### src/rtl/pwrup_pkg.sv
`timescale 1ns/1ps
package pwrup_pkg;

    typedef enum logic [2:0] {
        OSC_LP        = 3'd0,
        OSC_XT        = 3'd1,
        OSC_HS        = 3'd2,
        OSC_HSPLL     = 3'd3,
        OSC_EXT       = 3'd4,
        OSC_RC        = 3'd5,
        OSC_INT_FAST  = 3'd6,
        OSC_INT_SLOW  = 3'd7
    } osc_mode_e;

    // stage finished (or not applicable) flags
    typedef struct packed {
        logic pwrt;
        logic ost;
        logic pll;
        logic rdy;
    } stage_done_t;

    localparam int unsigned NUM_STAGES = 4;
    localparam int unsigned STG_PWRT   = 0;
    localparam int unsigned STG_OST    = 1;
    localparam int unsigned STG_PLL    = 2;
    localparam int unsigned STG_RDY    = 3;

    function automatic logic mode_is_crystal(osc_mode_e m);
        return (m == OSC_LP) || (m == OSC_XT) || (m == OSC_HS) || (m == OSC_HSPLL);
    endfunction

    function automatic logic mode_uses_pll(osc_mode_e m);
        return m == OSC_HSPLL;
    endfunction

endpackage

### src/rtl/pwrup_tick_ctr.sv
`timescale 1ns/1ps
module pwrup_tick_ctr #(
    parameter int unsigned LIMIT = 16
) (
    input  logic clk,
    input  logic clr,
    input  logic run,
    input  logic tick,
    output logic done
);
    localparam int unsigned CW = (LIMIT < 2) ? 1 : $clog2(LIMIT + 1);
    localparam logic [CW-1:0] TERM = CW'(LIMIT);

    logic [CW-1:0] cnt;

    assign done = (cnt == TERM);

    always_ff @(posedge clk) begin
        if (clr) begin
            cnt <= '0;
        end else if (run && tick && !done) begin
            cnt <= cnt + 1'b1;
        end
    end


    cnt_bound_chk: assert property (@(posedge clk) disable iff (clr)
        cnt <= TERM);


    idle_hold_chk: assert property (@(posedge clk) disable iff (clr)
        !(run && tick) |=> $stable(cnt));


    done_sticky_chk: assert property (@(posedge clk) disable iff (clr)
        done |=> done);

endmodule

### src/rtl/pwrup_release.sv
`timescale 1ns/1ps
module pwrup_release
    import pwrup_pkg::*;
(
    input  logic        clk,
    input  logic        por,
    input  stage_done_t stg,
    input  logic        gate_ok,
    input  logic        hf_stable,
    output logic        rst_hold,
    output logic        sysclk_en,
    output logic        hf_ready
);
    logic all_done;
    assign all_done = &stg;

    always_ff @(posedge clk) begin
        if (por) begin
            rst_hold  <= 1'b1;
            sysclk_en <= 1'b0;
            hf_ready  <= 1'b0;
        end else begin
            rst_hold  <= !all_done;
            sysclk_en <= all_done && gate_ok;
            hf_ready  <= hf_stable;
        end
    end


    por_hold_chk: assert property (@(posedge clk)
        por |=> (rst_hold && !sysclk_en && !hf_ready));


    en_needs_release_chk: assert property (@(posedge clk) disable iff (por)
        sysclk_en |-> !rst_hold);


    release_sticky_chk: assert property (@(posedge clk) disable iff (por)
        !rst_hold |=> !rst_hold);


    fast_gate_chk: assert property (@(posedge clk) disable iff (por)
        $rose(sysclk_en) |-> $past(gate_ok));


    status_follow_chk: assert property (@(posedge clk) disable iff (por)
        !por |=> (hf_ready == $past(hf_stable)));

endmodule

### src/rtl/pwrup_seq.sv
`timescale 1ns/1ps
module pwrup_seq
    import pwrup_pkg::*;
#(
    parameter int unsigned PWRT_TICKS = 64,
    parameter int unsigned OST_CYCLES = 1024,
    parameter int unsigned PLL_TICKS  = 64,
    parameter int unsigned RDY_TICKS  = 8
) (
    input  logic       clk,
    input  logic       por,
    input  logic [2:0] osc_mode,
    input  logic       pwrt_off,
    input  logic       hf_wait_skip,
    input  logic       hf_stable,
    input  logic       ref_tick,
    input  logic       osc_tick,
    output logic       rst_hold,
    output logic       sysclk_en,
    output logic       hf_ready
);
    localparam int unsigned STG_LIMIT [NUM_STAGES] = '{PWRT_TICKS, OST_CYCLES, PLL_TICKS, RDY_TICKS};

    osc_mode_e   mode;
    logic        is_xtal;
    logic        is_pll;
    logic        gate_ok;
    stage_done_t stg;

    logic [NUM_STAGES-1:0] stg_run;
    logic [NUM_STAGES-1:0] stg_tick;
    logic [NUM_STAGES-1:0] stg_cnt_done;

    assign mode    = osc_mode_e'(osc_mode);
    assign is_xtal = mode_is_crystal(mode);
    assign is_pll  = mode_uses_pll(mode);

    // stage completion, with stages that do not apply counted as done
    assign stg.pwrt = pwrt_off || stg_cnt_done[STG_PWRT];
    assign stg.ost  = !is_xtal || stg_cnt_done[STG_OST];
    assign stg.pll  = !is_pll  || stg_cnt_done[STG_PLL];
    assign stg.rdy  = stg_cnt_done[STG_RDY];

    // chained stages start after their predecessors; ready delay is parallel
    always_comb begin
        stg_run[STG_PWRT] = !pwrt_off;
        stg_run[STG_OST]  = is_xtal && stg.pwrt;
        stg_run[STG_PLL]  = is_pll && stg.pwrt && stg.ost;
        stg_run[STG_RDY]  = 1'b1;

        stg_tick[STG_PWRT] = ref_tick;
        stg_tick[STG_OST]  = osc_tick;
        stg_tick[STG_PLL]  = ref_tick;
        stg_tick[STG_RDY]  = ref_tick;
    end

    assign gate_ok = (mode != OSC_INT_FAST) || hf_wait_skip || hf_stable;

    for (genvar g = 0; g < NUM_STAGES; g++) begin : g_stage
        pwrup_tick_ctr #(
            .LIMIT (STG_LIMIT[g])
        ) u_ctr (
            .clk  (clk),
            .clr  (por),
            .run  (stg_run[g]),
            .tick (stg_tick[g]),
            .done (stg_cnt_done[g])
        );
    end

    pwrup_release u_rel (
        .clk       (clk),
        .por       (por),
        .stg       (stg),
        .gate_ok   (gate_ok),
        .hf_stable (hf_stable),
        .rst_hold  (rst_hold),
        .sysclk_en (sysclk_en),
        .hf_ready  (hf_ready)
    );

    // oscillator start-up stage never finishes before the timer stage
    ost_after_pwrt_chk: assert property (@(posedge clk) disable iff (por)
        (is_xtal && !stg.pwrt) |-> !stg_cnt_done[STG_OST] || (OST_CYCLES == 0));

endmodule

### config.mk
export PLATFORM = sky130hd
export DESIGN_NAME = pwrup_seq
export DESIGN_NICKNAME = d
export VERILOG_FILES = /design/src/rtl/pwrup_pkg.sv /design/src/rtl/pwrup_tick_ctr.sv /design/src/rtl/pwrup_release.sv /design/src/rtl/pwrup_seq.sv
export SDC_FILE = /design/constraint.sdc
export NUM_CORES = 1
export LEC_CHECK = 0
export ABC_AREA = 1
export ABC_CLOCK_PERIOD_IN_PS = 2800
export BUFFER_PORTS_ARGS = -buffer_cell sky130_fd_sc_hd__buf_4
export CAP_MARGIN = 10
export CORE_MARGIN = 1
export CORE_UTILIZATION = 60
export CTS_CLUSTER_DIAMETER = 40
export DETAILED_ROUTE_END_ITERATION = 12
export GPL_TIMING_DRIVEN = 0
export PLACE_DENSITY_LB_ADDON = 0.05
export SLEW_MARGIN = 25
export SYNTH_ARGS = -nofsm -noshare
export SYNTH_HDL_FRONTEND = slang
export SYNTH_HIERARCHICAL = 1
export SYNTH_SLANG_ARGS = --single-unit
### constraint.sdc
create_clock -name clk -period 2.8 [get_ports clk]
set_clock_uncertainty 0.1 [all_clocks]
set_input_delay 0.42 -clock clk [delete_from_list [all_inputs] [get_ports clk]]
set_output_delay 0.42 -clock clk [all_outputs]
set_load 0.01 [all_outputs]
==> flow_metrics.tcl <==
set metrics [dict create \
    status "complete, no violations" \
    crit_family "simple AND/OR/NAND/NOR gates" \
    fp.dieH_um 59.4 \
    end_kind "flip-flop" \
    core_sq_mm 0.00308 \
    final_nets 333 \
    whs_endpoint "u_rel/hf_ready$_SDFF_PP0_" \
    place_area_sq_mm 0.00212 \
    vias 1794 \
    r2r_end "g_stage[2].u_ctr/cnt[3]$_SDFFE_PP0P_" \
    timing.fmax_ghz 0.466 \
    post_drt_wl_per_cell_um 10.4 \
    gp_congestion 0.830 \
    r2r_setup_slack_ps 650 \
    cts_tree "yes" \
    drive_above_1_share_pct 18.0 \
    dp_hpwl_um 2790 \
    synth_top_area_share_pct 32.4 \
    start_util_pct 64.2 \
    fillerInstances 287 \
    cpMostUsedCell "inv_1" \
    maxCapViolCount 0 \
    vdd_drop_max_uv 217 \
    post_cts_resize_count 0 \
    synth_area_sq_mm 0.00198 \
    grt_remaining_overflow 0 \
    hold_violations 0 \
    cts-root-buf "clkbuf_4" \
    rr_startpoint "g_stage[0].u_ctr/cnt[0]$_SDFFE_PP0P_" \
    cts_buffer_depth 2 \
    synth.most_common_cell "nand2_1" \
    setup_violations 0 \
    finalCritPeriodShare_pct 76.7 \
    whs_path_depth 3 \
    grt_setup_unrepaired "false" \
    r2r_cells 14 \
    port_buffers 12 \
    crit_arrival_ps 2260 \
    ant_nets 0 \
    drt_iter0_markers 89 \
    synth_ff_type "dfxtp_1" \
    syn_inst 295 \
    min_period_ps 2150 \
    critPathSlowestCell "dfxtp_1" \
    cts_setup_buffers 0 \
    grt_pass1_wl_um 6330 \
    clk_latency_ps 330 \
    synth_edf_count 0 \
    crit_path_start_kind "flip-flop" \
    p_per_area_mw_per_mm2 371 \
    die-area_sq_mm 0.00353 \
    stdcell_count 360 \
    yosys_warnings 6 \
    crit_buf_inv 4 \
    worstPathCellList "inv_1 > ha_1 > inv_1 > nor2_2 > nand3_4 > inv_1 > o21ai_2 > nor2_1 > nand2_1 > clkinv_1 > nand2_1 > nor2_1 > o21ai_0 > a21oi_1" \
    crit_cells 14 \
    viasPerCell 4.98 \
    routed_wl_um 3750 \
    num_antenna_cells 0 \
    synth_cell_types 27 \
    numCtsBuffers 5 \
    io_pins 13 \
    fin_tns_setup_ps 0 \
    die-width_um 59.4 \
    postSynthAreaPerCell_sq_um 6.70 \
    syn_to_final_growth_pct 10.5 \
    antenna_found_initial 0 \
    hold_buffers 0 \
    grt_pass1_vias 1564 \
    dr.pass1.iters 4 \
    slew_headroom_pct 61.4 \
    grt_max_degree 15 \
    synthTopCellsByCount "nand2_1, inv_1, dfxtp_1" \
    cts.clk_slew.worst_paths_ps 90 \
    synth_top_area_cell "dfxtp_1" \
    leakagePower_nw 0.949 \
    finalMaxSlewViolations 0 \
    place_inst 352 \
    synthArstFlopShare_pct 0 \
    hold_class "primary input to flip-flop" \
    design_power_total_w 0.000810 \
    rows 20 \
    critPathKind "flip-flop to flip-flop" \
    critPathRequiredTime_ps 2920 \
    track_usage_pct 23.8 \
    min_from "hf_stable" \
    synth_area_leaders "dfxtp_1, nand2_1, inv_1" \
    drc_errors 0 \
    ys_seq_elements 32 \
    worst_pin_slew_ps 579 \
    ys_seq_area_share_pct 32.4 \
    final_area_sq_mm 0.00218 \
    crit_fanout 10 \
    max_stage_delay_ps 390 \
    clock-sinks 32 \
    htree_levels 2 \
]
==> flip-flops by register name, indices dropped and copies added, names as in the netlist <==
name               cells
g_stage.u_ctr/cnt     29
u_rel/hf_ready         1
u_rel/rst_hold         1
u_rel/sysclk_en        1
==> report_power, final <==
group | internal, W | switching [W] | leakage (nW)
Clock | 0.000124 | 0.000151 | 0.0326
Sequential | 0.000461 | 0.00000579 | 0.259
Combinational | 0.0000272 | 0.0000406 | 0.657
==> worst max-delay path by stage <==
stage	start	endpoint	slack (ps)
global placement	g_stage[0].u_ctr/cnt[0]$_SDFFE_PP0P_	g_stage[2].u_ctr/cnt[3]$_SDFFE_PP0P_	710
global route	g_stage[0].u_ctr/cnt[0]$_SDFFE_PP0P_	g_stage[2].u_ctr/cnt[3]$_SDFFE_PP0P_	510
CTS	g_stage[0].u_ctr/cnt[0]$_SDFFE_PP0P_	g_stage[2].u_ctr/cnt[3]$_SDFFE_PP0P_	680
finish	g_stage[0].u_ctr/cnt[0]$_SDFFE_PP0P_	g_stage[2].u_ctr/cnt[3]$_SDFFE_PP0P_	650
floorplan	g_stage[0].u_ctr/cnt[0]$_SDFFE_PP0P_	g_stage[2].u_ctr/cnt[3]$_SDFFE_PP0P_	970
detailed placement	g_stage[0].u_ctr/cnt[0]$_SDFFE_PP0P_	g_stage[2].u_ctr/cnt[3]$_SDFFE_PP0P_	690
==> layer usage <==
layer	vias up	GRT usage (%)	routed length, um
li1	962	-	-
met1	782	32.3	1870
met2	46	36.8	1640
met3	4	4.15	196
met4	0	10.9	41
met5	-	0	0
==> placed cells by master, fill, tap and decap left out, types with 2 or more instances in the layout <==
master,instances
clkinv_1,2
clkbuf_4,5
nor2_1,27
buf_6,2
nand3_1,26
nand2_2,3
conb_1,2
nor3_2,2
xor2_1,6
inv_1,44
a21oi_1,15
nand3_4,2
dfxtp_1,32
o21ai_1,2
nor2_2,13
a21oi_2,6
inv_2,5
nand3_2,2
clkbuf_1,2
ha_1,8
nand2_1,77
buf_4,13
nand4_1,10
o21ai_0,4
==> stage by stage <==
| step | utilization, % | setup slack (ps) | hold slack, ps |
|---|---|---|---|
| floorplan | - | 972 | 361 |
| global placement | 69.0 | 708 | 382 |
| detailed placement | 69.0 | 689 | 381 |
| CTS | 70.9 | 682 | 207 |
| global route | 70.9 | 509 | 213 |
| finish | 70.9 | 654 | 221 |
==> area by class of cell <==
class	count	area (sq um)	area share (%)
multi-input combinational	209	1110	51.0
sequential	32	641	29.3
inverter	51	191	8.77
timing repair buffer	12	90.1	4.13
clock buffer	8	58.8	2.69
tap	44	55.1	2.52
buffer	4	33.8	1.55
==> worst min-delay path: stages <==
cell	delay, ps
buf_4	90
inv_1	30
nor2_1	70
==> logic make-up after synthesis <==
family	Yosys count	share of synthesized area, %
XOR/XNOR	6	2.66
adder cells (fa/ha/maj)	8	5.07
AO/OA/AOI/OAI	29	8.99
other	1	0.190
buffers and inverters	55	11.4
AND/OR/NAND/NOR	164	39.3
flip-flops	32	32.4
Power figures use the tool's default switching activity.
